### src/rtl/arb_pkg.sv
// Package: shared types for the external bus ownership arbiter.
// Assumes: two-bit access kind coding fixed by the block's requirements.
package arb_pkg;

    // Arbiter states
    typedef enum logic [1:0] {
        ST_IDLE = 2'd0,
        ST_INT  = 2'd1,
        ST_EXT  = 2'd2,
        ST_WAIT = 2'd3
    } arb_state_t;

    // Internal access kinds
    typedef enum logic [1:0] {
        K_INSTR  = 2'd0,
        K_DATA   = 2'd1,
        K_PARKED = 2'd2,
        K_RSVD   = 2'd3
    } access_kind_t;

endpackage

### src/rtl/arb_sync.sv
// Module: arb_sync
// Multi-stage synchronizer for asynchronous level inputs.
// Assumes: inputs are levels held for several cycles; reset loads RST_VAL.
module arb_sync #(
    parameter int   WIDTH   = 2,
    parameter int   STAGES  = 2,
    parameter logic RST_VAL = 1'b1
) (
    input  logic             clk,
    input  logic             rst_n,
    input  logic [WIDTH-1:0] d,
    output logic [WIDTH-1:0] q
);

    logic [WIDTH-1:0] stg [STAGES];

    // Shift the asynchronous level through the flop chain
    always_ff @(posedge clk) begin
        if (!rst_n) begin
            for (int i = 0; i < STAGES; i++) stg[i] <= {WIDTH{RST_VAL}};
        end else begin
            stg[0] <= d;
            for (int i = 1; i < STAGES; i++) stg[i] <= stg[i-1];
        end
    end

    assign q = stg[STAGES-1];

endmodule

### src/rtl/arb_prio.sv
// Module: arb_prio
// Maps the pending internal access kind to its fixed priority and compares
// it with the programmed external priority.
// Assumes: ties favour the internal master; no pending access loses to any
// external request.
module arb_prio
    import arb_pkg::*;
#(
    parameter int                PRIO_W   = 3,
    parameter logic [PRIO_W-1:0] P_INSTR  = 3,
    parameter logic [PRIO_W-1:0] P_DATA   = 4,
    parameter logic [PRIO_W-1:0] P_PARKED = 0
) (
    input  logic              int_req,
    input  access_kind_t      int_kind,
    input  logic [PRIO_W-1:0] ext_prio,
    output logic              ext_wins,
    output logic              int_reclaims
);

    logic [PRIO_W-1:0] int_prio;

    // Fixed priority lookup; the reserved code behaves as a data access
    always_comb begin
        unique case (int_kind)
            K_INSTR:  int_prio = P_INSTR;
            K_PARKED: int_prio = P_PARKED;
            default:  int_prio = P_DATA;
        endcase
    end

    // Strictly-greater rule for the external side
    always_comb begin
        ext_wins     = !int_req || (ext_prio > int_prio);
        int_reclaims = int_req && (int_prio >= ext_prio);
    end

endmodule

### src/rtl/arb_fsm.sv
// Module: arb_fsm
// Four-state ownership machine: idle (parked on the internal side),
// internal owner, external owner, reclaim wait.
// Assumes: req_act and busy_rel are already synchronized to clk.
module arb_fsm
    import arb_pkg::*;
(
    input  logic         clk,
    input  logic         rst_n,
    input  logic         req_act,
    input  logic         busy_rel,
    input  logic         int_req,
    input  access_kind_t int_kind,
    input  logic         ext_wins,
    input  logic         int_reclaims,
    output logic         ext_grant_n,
    output logic         busy_drive_en,
    output logic         int_proceed
);

    arb_state_t st, st_nx;

    // Next-state selection
    always_comb begin
        st_nx = st;
        unique case (st)
            ST_IDLE: begin
                if (req_act && ext_wins) st_nx = ST_EXT;
                else if (int_req)        st_nx = ST_INT;
            end
            ST_INT: begin
                if (req_act && ext_wins) st_nx = ST_EXT;
                else if (!int_req)       st_nx = ST_IDLE;
            end
            ST_EXT: begin
                if (int_reclaims)            st_nx = ST_WAIT;
                else if (!req_act && busy_rel) st_nx = ST_IDLE;
            end
            ST_WAIT: begin
                if (busy_rel) st_nx = int_req ? ST_INT : ST_IDLE;
            end
            default: st_nx = ST_IDLE;
        endcase
    end

    // State register with synchronous active-low reset
    always_ff @(posedge clk) begin
        if (!rst_n) st <= ST_IDLE;
        else        st <= st_nx;
    end

    // Output decode from the registered state
    always_comb begin
        ext_grant_n   = (st != ST_EXT);
        busy_drive_en = (st == ST_INT);
        int_proceed   = (st == ST_INT) ||
                        ((st == ST_IDLE) && int_req && (int_kind == K_PARKED));
    end

    // reset leaves grant withdrawn and busy undriven
    a_r1_reset_idle: assert property (@(posedge clk)
        !rst_n |=> (ext_grant_n && !busy_drive_en));

    // a grant only starts after a winning synchronized request
    a_r3_grant_cause: assert property (@(posedge clk) disable iff (!rst_n)
        $fell(ext_grant_n) |-> $past(req_act && ext_wins));

    // reclaim wait holds while the external side still drives busy
    a_r7_wait_holds: assert property (@(posedge clk) disable iff (!rst_n)
        (st == ST_WAIT && !busy_rel) |=> (st == ST_WAIT && ext_grant_n && !busy_drive_en));

    // release by the external master returns to idle
    a_r8_release_idle: assert property (@(posedge clk) disable iff (!rst_n)
        (!ext_grant_n && !int_reclaims && !req_act && busy_rel) |=> (st == ST_IDLE));

    // busy is never driven right after a grant was active
    a_r9_no_overlap: assert property (@(posedge clk) disable iff (!rst_n)
        $rose(busy_drive_en) |-> $past(ext_grant_n));

endmodule

### src/rtl/ext_bus_arbiter.sv
// Module: ext_bus_arbiter (top)
// Arbitrates ownership of a shared external bus between the on-chip master
// and one external master using active-low request, grant and busy lines.
// Assumes: ext_req_n and ext_busy_n are asynchronous levels; everything
// else is synchronous to clk.
module ext_bus_arbiter #(
    parameter int PRIO_W      = 3,
    parameter int SYNC_STAGES = 2
) (
    input  logic              clk,
    input  logic              rst_n,
    input  logic              ext_req_n,
    input  logic              ext_busy_n,
    input  logic              int_req,
    input  logic [1:0]        int_kind,
    input  logic [PRIO_W-1:0] ext_prio,
    output logic              ext_grant_n,
    output logic              busy_drive_en,
    output logic              int_proceed
);

    import arb_pkg::*;

    localparam int NSYNC = 2;

    logic [NSYNC-1:0] raw_in, sync_out;
    logic             req_act, busy_rel;
    logic             ext_wins, int_reclaims;
    access_kind_t     kind;

    // Pack asynchronous pads for the synchronizer
    assign raw_in = {ext_busy_n, ext_req_n};
    assign kind   = access_kind_t'(int_kind);

    arb_sync #(
        .WIDTH   (NSYNC),
        .STAGES  (SYNC_STAGES),
        .RST_VAL (1'b1)
    ) u_sync (
        .clk   (clk),
        .rst_n (rst_n),
        .d     (raw_in),
        .q     (sync_out)
    );

    // Translate synchronized active-low levels to active-high events
    assign req_act  = !sync_out[0];
    assign busy_rel =  sync_out[1];

    arb_prio #(
        .PRIO_W (PRIO_W)
    ) u_prio (
        .int_req      (int_req),
        .int_kind     (kind),
        .ext_prio     (ext_prio),
        .ext_wins     (ext_wins),
        .int_reclaims (int_reclaims)
    );

    arb_fsm u_fsm (
        .clk           (clk),
        .rst_n         (rst_n),
        .req_act       (req_act),
        .busy_rel      (busy_rel),
        .int_req       (int_req),
        .int_kind      (kind),
        .ext_wins      (ext_wins),
        .int_reclaims  (int_reclaims),
        .ext_grant_n   (ext_grant_n),
        .busy_drive_en (busy_drive_en),
        .int_proceed   (int_proceed)
    );

endmodule

### config.mk
export PLATFORM = sky130hd
export DESIGN_NAME = ext_bus_arbiter
export DESIGN_NICKNAME = d
export VERILOG_FILES = /design/src/rtl/arb_pkg.sv /design/src/rtl/arb_sync.sv /design/src/rtl/arb_prio.sv /design/src/rtl/arb_fsm.sv /design/src/rtl/ext_bus_arbiter.sv
export SDC_FILE = /design/constraint.sdc
export NUM_CORES = 1
export LEC_CHECK = 0
export BUFFER_PORTS_ARGS = -buffer_cell sky130_fd_sc_hd__buf_2
export CELL_PAD_IN_SITES_DETAIL_PLACEMENT = 1
export CELL_PAD_IN_SITES_GLOBAL_PLACEMENT = 2
export CORE_MARGIN = 3
export CORE_UTILIZATION = 26
export CTS_CLUSTER_SIZE = 16
export DETAILED_ROUTE_END_ITERATION = 8
export PLACE_DENSITY_LB_ADDON = 0.1
export SETUP_SLACK_MARGIN = 0.15
export SLEW_MARGIN = 30
export SYNTH_ARGS = -nofsm -noshare
export SYNTH_HDL_FRONTEND = slang
export SYNTH_SLANG_ARGS = --single-unit
### constraint.sdc
create_clock -name clk -period 4 [get_ports clk]
set_clock_uncertainty 0.2 [all_clocks]
set_input_delay 0.2 -clock clk [delete_from_list [all_inputs] [get_ports clk]]
set_output_delay 0.2 -clock clk [all_outputs]
set_load 0.05 [all_outputs]
==> run metrics <==
sequential fraction of the synthesis area 0.332; area taken by flip-flops and latches 120 sq um; GR Overflow Total 0; combinational family with the most area after synthesis simple AND/OR/NAND/NOR gates; mux cell area share after synthesis 0; DRC errors left 0; CP Launch Type input port; CP arrival 1540 ps; Root Buffer clkbuf_4; crit path max fanout 3; r2r startpoint u_fsm.st[1]; Hold Path Depth 4; worst-skew pair later-pin latency 260 ps; Async SR Flop Fraction 0; Inserted Clock Buffers 3; routed wl met3 75 microns; uppermost layer routed met4; Pwr Density 332 mW/mm^2; GP Congestion 0.689; I/O Pins 13; Final Hold Vio Count 0; Initial Utilization 0.301; crit share post-route 0.398; Distinct cells, synth 19; share of cells above drive strength 1 0.333; Worst-path clk slew 50 ps; worst hold slack 120 ps; Area growth syn-to-layout 41.5%; Worst VDD drop 0.117 mV; initial antenna violation count 0; r2r setup slk 2760 ps; H-tree Lvls 1; largest net degree at the start of global routing 9; Main synth FF type dfxtp_1; Post-Route M1 WL 325 microns; TritonCTS clock tree built; Power Total 0.170 mW; RSZ-0062 raised after global routing false; CP max stage cell ha_1; Clock Sinks 6; mapped cell area 362 sq um; maxcap violations 0; Die X 43.3 microns; Crit. End Element flip-flop; Critical Path RT 3950 ps; synthesized net count 53; drt first pass iters 1; Final HPWL DP 808 microns; worst-margin pin slew 267 ps; synthesis-stage register bit count 6; Synth Area in Compound Gates 0.145; Final nets 75; # fillers 153; die area 0.00187 sq mm; DR vias 368; pre-CTS setup slack 2130 ps; largest cells by area after synthesis dfxtp_1 33%, ha_1 10%, nand2b_1 10%, nor4b_4 6.6%, nand3_1 5.5%; Clock Tree Buf Depth 2; vias per cell 4.97; fin. max-slew vios 0; clock period minus worst slack 1590 ps; vias in the first global route 419; ant diodes 0; critical path class input port to flip-flop; I/O Buffers 12; Leak Pwr 0.234 nW; Post-synth top cells 6 x dfxtp_1, 6 x nand2b_1, 4 x nand3_1; adder-cell area share of the yosys netlist 0.104; global-route wire length before repair 1690 microns; Gate Count Post-Synth 40; Avg Cell Area, Syn 9.04 sq um; setup tns final 0 ps; area leader, netlist dfxtp_1; Worst Hold Class input port to flip-flop; ANT nets after route 0; Post-synth EDFFs 0; Post-Synth XOR/XNOR Area 0; peak per-stage delay on the critical path 320 ps; critical-path cell list buf_2 > or2_2 > ha_1 > nand3_1 > o21ai_0 > a211oi_2 > nor3_2; placed cell areas 439 sq um; Largest delay share family, worst path simple AND/OR/NAND/NOR gates; final setup fails 0; initial drt markers 0; status complete, no violations; Yosys warning count 0; gr usage total 0.132; core area 0.00120 sq mm; Resized cells post-CTS 0; Synth Area in Simple Gates 0.388; FP Rows 12; Finished Cell Area 512 sq um; Worst slew margin 0.821; Min-Delay Endpoint u_fsm.st[1]; Multi-input gate area 230 sq um; worst reg-to-reg path cell count 4; r2r endpoint u_fsm.st[0]; Routed wire per std cell 13.5 microns; final wirelength 1000 microns; CP bufs+invs 1; f_max 629 MHz; Worst Setup Slack, final 2410 ps; Yosys top cell area share 0.332; Die Y 43.3 microns; routed wl met2 570 microns; hold path startpoint int_req
## timing repair
item | 4_1_cts | 5_1_grt
hold buffers | 5 | 0
hold endpoints to repair | 4 | 0
buffers inserted | 0 | 0
## registers in the layout, indices dropped and copies added, names as in the netlist
name        cells
u_sync.stg      4
u_fsm.st        2
## stage by stage
step | instances | util
after global placement | 66 | 0.366
after detailed placement | 66 | 0.366
final | 74 | 0.426
after global routing | 74 | 0.426
after floorplan | 40 | -
after CTS | 74 | 0.426
## worst min-delay path, cell delays in order
cell and delay (ps):
buf_2 130, nand2b_1 70, a21oi_1 50, nor3_2 90
## per-layer routing
layer / global-route usage / vias to the layer above
met1: 0.0990 / 171
li1: - / 180
met5: 0 / -
met4: 0.0723 / 0
met3: 0.0847 / 5
met2: 0.245 / 12
## how the worst max path moves through the flow
stage	startpoint	to	slack, ps	cells after the start
2_1_floorplan	int_kind[0]	u_fsm.st[1]	2380	6
3_3_place_gp	int_kind[0]	u_fsm.st[1]	2160	7
3_5_place_dp	int_kind[0]	u_fsm.st[1]	2130	7
4_1_cts	int_kind[0]	u_fsm.st[1]	2410	7
5_1_grt	int_kind[0]	u_fsm.st[1]	2370	7
6_report	int_kind[0]	u_fsm.st[1]	2410	7
## where the power goes
| group | internal [mW] | switching (mW) | total [mW] |
|---|---|---|---|
| registers | 0.0630 | 0.00255 | 0.0656 |
| clock network | 0.0342 | 0.0264 | 0.0606 |
| logic | 0.0193 | 0.0243 | 0.0437 |
## final cells by class
class,count,share of cell area
multi-input cells,31,0.450
flip-flops and latches,6,0.235
repair buffers,17,0.215
inverters,3,0.0220
well taps,14,0.0342
clock buffers,3,0.0440
## cells in the final DEF (no fill, tap or decap), drive strengths merged
cell type / n
clkbuf: 3
nand3: 4
a21oi: 2
a211oi: 1
nor3: 1
inv: 3
or2: 1
dfxtp: 6
o21ai: 3
ha: 3
nor4b: 1
or2b: 1
a31oi: 1
a41oi: 1
dlygate4sd3: 5
nor2b: 2
nor2: 2
nand2: 2
nand2b: 6
buf: 12
## cells by family (layout without fill, tap and decap cells)
group | Yosys count | count (layout)
and+or+nand+nor | 20 | 20
adders and majority gates | 3 | 3
buffers and inverters | 3 | 23
DFF | 6 | 6
AOI/OAI and AO/OA | 8 | 8
No activity file was read; power rests on OpenSTA's default activity.
